<file path="src/rtl/twr_pkg.sv">
package twr_pkg;

  // Stage idx is part of the ring when idx <= sel (sel = active count - 1).
  function automatic logic twr_stage_on(input int sel, input int idx);
    return idx <= sel;
  endfunction

endpackage

</file>
<file path="src/rtl/twr_ring.sv">
module twr_ring
  import twr_pkg::*;
#(
  parameter int STAGES = 8,
  parameter int SEL_W  = $clog2(STAGES)
) (
  input  logic              clk,
  input  logic              rst,
  input  logic [SEL_W-1:0]  len_sel,
  output logic [STAGES-1:0] ring_o,
  output logic              restart_o,
  output logic              lead_rise_o
);

  logic [STAGES-1:0] ring_q;
  logic [STAGES-1:0] ring_d;
  logic [STAGES-1:0] active;
  logic [SEL_W-1:0]  len_q;
  logic              fb_tap;

  genvar gi;
  generate
    for (gi = 0; gi < STAGES; gi++) begin : g_mask
      assign active[gi] = twr_stage_on(int'(len_q), gi);
    end
  endgenerate

  assign fb_tap    = ring_q[len_q];
  assign ring_d    = {ring_q[STAGES-2:0], ~fb_tap} & active;
  assign restart_o = (len_sel != len_q);
  // first stage is about to rise: it is low and the tap it inverts is low
  assign lead_rise_o = ~restart_o & ~ring_q[0] & ~fb_tap;

  always_ff @(posedge clk) begin
    if (rst) begin
      ring_q <= '0;
      len_q  <= len_sel;
    end else if (restart_o) begin
      ring_q <= '0;
      len_q  <= len_sel;
    end else begin
      ring_q <= ring_d;
    end
  end

  assign ring_o = ring_q;

endmodule

</file>
<file path="src/rtl/twr_toggle.sv">
module twr_toggle #(
  parameter int DEPTH = 1
) (
  input  logic clk,
  input  logic rst,
  input  logic clr,
  input  logic en,
  output logic q_o
);

  logic [DEPTH-1:0] tq;
  logic [DEPTH-1:0] carry;

  assign carry[0] = en;

  genvar gk;
  generate
    for (gk = 1; gk < DEPTH; gk++) begin : g_carry
      // next stage toggles when the previous one falls from 1 to 0
      assign carry[gk] = carry[gk-1] & tq[gk-1];
    end
    for (gk = 0; gk < DEPTH; gk++) begin : g_tff
      always_ff @(posedge clk) begin
        if (rst || clr) tq[gk] <= 1'b0;
        else            tq[gk] <= tq[gk] ^ carry[gk];
      end
    end
  endgenerate

  assign q_o = tq[DEPTH-1];

endmodule

</file>
<file path="src/rtl/twr_phase_mux.sv">
module twr_phase_mux #(
  parameter int STAGES = 8,
  parameter int SEL_W  = $clog2(STAGES)
) (
  input  logic              clk,
  input  logic              rst,
  input  logic [STAGES-1:0] phases,
  input  logic [SEL_W-1:0]  sel,
  output logic              pick_o
);

  always_ff @(posedge clk) begin
    if (rst) pick_o <= 1'b0;
    else     pick_o <= phases[sel];
  end

endmodule

</file>
<file path="src/rtl/twisted_ring_divider.sv">
module twisted_ring_divider #(
  parameter int STAGES     = 8,
  parameter int HALF_DEPTH = 1,
  localparam int SEL_W     = $clog2(STAGES)
) (
  input  logic              clk,
  input  logic              rst,
  input  logic [SEL_W-1:0]  len_sel,
  input  logic [SEL_W-1:0]  phase_sel,
  output logic [STAGES-1:0] phase_o,
  output logic              pick_o,
  output logic              half_o
);

  logic restart;
  logic lead_rise;

  twr_ring #(.STAGES(STAGES), .SEL_W(SEL_W)) u_ring (
    .clk         (clk),
    .rst         (rst),
    .len_sel     (len_sel),
    .ring_o      (phase_o),
    .restart_o   (restart),
    .lead_rise_o (lead_rise)
  );

  twr_phase_mux #(.STAGES(STAGES), .SEL_W(SEL_W)) u_mux (
    .clk    (clk),
    .rst    (rst),
    .phases (phase_o),
    .sel    (phase_sel),
    .pick_o (pick_o)
  );

  twr_toggle #(.DEPTH(HALF_DEPTH)) u_half (
    .clk (clk),
    .rst (rst),
    .clr (restart),
    .en  (lead_rise),
    .q_o (half_o)
  );

endmodule

</file>
<file path="config.mk">
export PLATFORM = sky130hd
export DESIGN_NAME = twisted_ring_divider
export DESIGN_NICKNAME = d
export VERILOG_FILES = /design/src/rtl/twr_pkg.sv /design/src/rtl/twr_ring.sv /design/src/rtl/twr_toggle.sv /design/src/rtl/twr_phase_mux.sv /design/src/rtl/twisted_ring_divider.sv
export SDC_FILE = /design/constraint.sdc
export NUM_CORES = 1
export LEC_CHECK = 0
export ABC_AREA = 0
export BUFFER_PORTS_ARGS = -buffer_cell sky130_fd_sc_hd__buf_4
export CAP_MARGIN = 10
export CORE_MARGIN = 1
export CORE_UTILIZATION = 46
export CTS_BUF_LIST = sky130_fd_sc_hd__clkbuf_4 sky130_fd_sc_hd__clkbuf_8
export CTS_CLUSTER_DIAMETER = 200
export DETAILED_ROUTE_END_ITERATION = 7
export MAX_ROUTING_LAYER = met4
export PLACE_DENSITY = 0.75
export SLEW_MARGIN = 20
export SYNTH_ARGS = -nofsm -noshare
export SYNTH_HDL_FRONTEND = slang
export SYNTH_HIERARCHICAL = 1
export SYNTH_SLANG_ARGS = --single-unit
</file>
<file path="constraint.sdc">
create_clock -name clk -period 1.6 [get_ports clk]
set_input_delay 0.16 -clock clk [delete_from_list [all_inputs] [get_ports clk]]
set_output_delay 0.16 -clock clk [all_outputs]
set_load 0.02 [all_outputs]
</file>
==> flow_metrics.env <==
export IMPL_die_y_um=38.4
export IMPL_cts_root_buf="clkbuf_4"
export IMPL_totalWireLength_mm=1.33
export IMPL_worstHoldPathType="input port to register"
export IMPL_dr_pass1_iters=2
export IMPL_ir_drop_v=0.000559
export IMPL_skew_ns=0.00723
export IMPL_pin_count=18
export IMPL_maxCapViolCount=0
export IMPL_setup_viol=1
export IMPL_avgRoutedWirePerCell_um=14.6
export IMPL_finalCritPeriodShare=1.04
export IMPL_area_delta_synth_final_pct=36.6
export IMPL_setup_tns_ns=-0.0572
export IMPL_synth_edff_count=3
export IMPL_io_buffers=17
export IMPL_r2r_end="u_half/q_o"
export IMPL_grt_max_degree=12
export IMPL_hold_depth=2
export IMPL_grt_pass1_vias=454
export IMPL_final_core_util=0.709
export IMPL_report_final_hold_viol_count=0
export IMPL_timing_fmax_ghz=0.603
export IMPL_stdcell_count=91
export IMPL_p_leak_nw=0.363
export IMPL_ys_types=24
export IMPL_holdWs_ns=0.0655
export IMPL_place_gp_congestion=0.840
export IMPL_diodes=0
export IMPL_synth_seq_area_share=0.477
export IMPL_finalPower_mw=0.674
export IMPL_synthFlopType="dfxtp_1"
export IMPL_cts_tree="done"
export IMPL_relSlewSlack=0.771
export IMPL_startpoint_type="register"
export IMPL_cp_required_ns=1.77
export IMPL_drc_errors=0
export IMPL_whs_endpoint="u_half/q_o"
export IMPL_initial_utilization=0.519
export IMPL_r2r_cells=5
export IMPL_ctsLongestPathBuffers=2
export IMPL_netlist_area_um2=608
export IMPL_critPathKind="register to register"
export IMPL_clkTransAtPathRegs_ns=0.08
export IMPL_dp_cells=87
export IMPL_grt_overflow=0
export IMPL_dp_hpwl_mm=1.01
export IMPL_status="complete, but fails checks"
export IMPL_die_w_um=38.4
export IMPL_rsz0062_at_grt="yes"
export IMPL_period_needed_ns=1.66
export IMPL_async_flop_share=0
export IMPL_nets=86
export IMPL_cp_max_fo=6
export IMPL_rows=12
export IMPL_worst_pin_slew_ns=0.341
export IMPL_powerDensity_mw_per_mm2=812
export IMPL_vias_per_cell=5.24
export IMPL_postSynthCellCount=52
export IMPL_syn_nets=60
export IMPL_drive_above_1_share=0.429
export IMPL_post_cts_buffers=0
export IMPL_critPathArrivalTime_ns=1.82
export IMPL_hold_start="rst"
export IMPL_core_mm2=0.00117
export IMPL_r2r_start="u_ring/len_q[0]"
export IMPL_fill_cells=93
export IMPL_clock_sinks=13
export IMPL_rrSetupSlack_ns=-0.06
export IMPL_maxSlewViolCount=0
export IMPL_drt_iter0_markers=9
export IMPL_grt_usage=0.218
export IMPL_syn_area_per_cell_um2=11.7
export IMPL_die_area_mm2=0.00147
export IMPL_violations="negative setup slack"
export IMPL_cts_max_level=1
export IMPL_fin_ws_ns=-0.0572
export IMPL_grt_pass1_wl_mm=2.08
export IMPL_ant_nets=0
export IMPL_cts_buffers_inserted=3
export IMPL_vias=477
export IMPL_antenna_found_initial=0
export IMPL_cts_hold_buf=0
export IMPL_ys_ff_latch=13
export IMPL_insertion_delay_ns=0.27
export IMPL_end_kind="register"
export IMPL_yosysWarningCount=6
## cells by family after synthesis
kind of cell	synth area share
AOI/OAI and AO/OA	0.0679
and+or+nand+nor	0.167
muxes	0.179
buffers and inverters	0.0514
DFF	0.477
xor gates and xnor gates	0.0576
## synth_stat cells (2+ instances only)
| master | instances | share of area |
|---|---|---|
| dfxtp_1 | 10 | 0.33 |
| nor2_1 | 8 | 0.049 |
| mux2i_1 | 6 | 0.099 |
| xnor2_1 | 4 | 0.058 |
| edfxtp_1 | 3 | 0.15 |
| buf_6 | 2 | 0.037 |
| nand3_1 | 2 | 0.016 |
## state kept, by name, indices dropped and copies added (netlist names)
register       flops
u_mux/pick_o       1
u_half/q_o         1
u_ring/ring_o      8
u_ring/len_q       3
## placed cells by master (no fill, tap or decap)
cell / instances
a21o_1: 1
a21oi_1: 1
a311oi_1: 1
buf_4: 24
clkbuf_4: 4
dfxtp_1: 10
edfxtp_1: 3
inv_1: 1
mux2i_1: 6
mux4_1: 1
mux4_2: 1
nand2_1: 1
nand3_1: 2
nand4_1: 1
nand4b_4: 1
nor2_1: 8
nor2b_1: 1
nor3_2: 1
nor3b_1: 1
nor3b_4: 1
o211ai_1: 1
o21ai_0: 1
o31ai_1: 1
xnor2_1: 3
xnor2_2: 1
## how the worst max path moves through the flow
stage | startpoint | slack, ns | end | depth (start not counted)
global placement | u_ring/len_q[0] | -0.008 | u_half/q_o | 5
detailed placement | u_ring/len_q[0] | -0.06 | u_half/q_o | 5
CTS | u_ring/len_q[0] | -0.05 | u_half/q_o | 5
finish | u_ring/len_q[0] | -0.06 | u_half/q_o | 5
global route | u_ring/len_q[0] | -0.14 | u_half/q_o | 5
floorplan | u_ring/len_q[0] | 0.02 | u_half/q_o | 6
## what timing repair did
action,4_1_cts,5_1_grt
gates resized for setup,0,3
endpoints found under the setup margin,3,12
pin swaps,1,0
## through the flow
stage / area (um2) / setup WS (ns)
after floorplan: 608 / 0.0179
after global placement: 778 / -0.00807
after detailed placement: 778 / -0.0567
after CTS: 808 / -0.0468
after global routing: 831 / -0.145
final: 831 / -0.0572
## worst max-delay path: stages (launching register included)
cell and delay (ns):
edfxtp_1 0.51, mux2i_1 0.17, mux4_2 0.49, nor3b_4 0.17, xnor2_1 0.17, nor3_2 0.05
## power by group
part	switching [mW]	leakage, nW	total (mW)	internal, mW
Clock	0.101	0.0184	0.214	0.113
Sequential	0.0101	0.112	0.356	0.346
Combinational	0.0513	0.232	0.105	0.0532
## cell type report
class	count	area [um2]	share of cell area
multi-input combinational	35	309	0.372
sequential	13	290	0.349
timing repair buffer	24	180	0.217
clock buffer	4	30.0	0.0361
tap	14	17.5	0.0211
inverter	1	3.75	0.00452
## routing by layer
layer / track usage / vias to the layer above / share of wire / wire length, um
li1: - / 240 / - / -
met1: 0.259 / 225 / 0.45 / 596
met2: 0.360 / 12 / 0.52 / 685
met3: 0.0523 / 0 / 0.036 / 48
met4: 0.0776 / 0 / 0 / 0
met5: - / - / 0 / 0
Power figures use the tool's default switching activity.
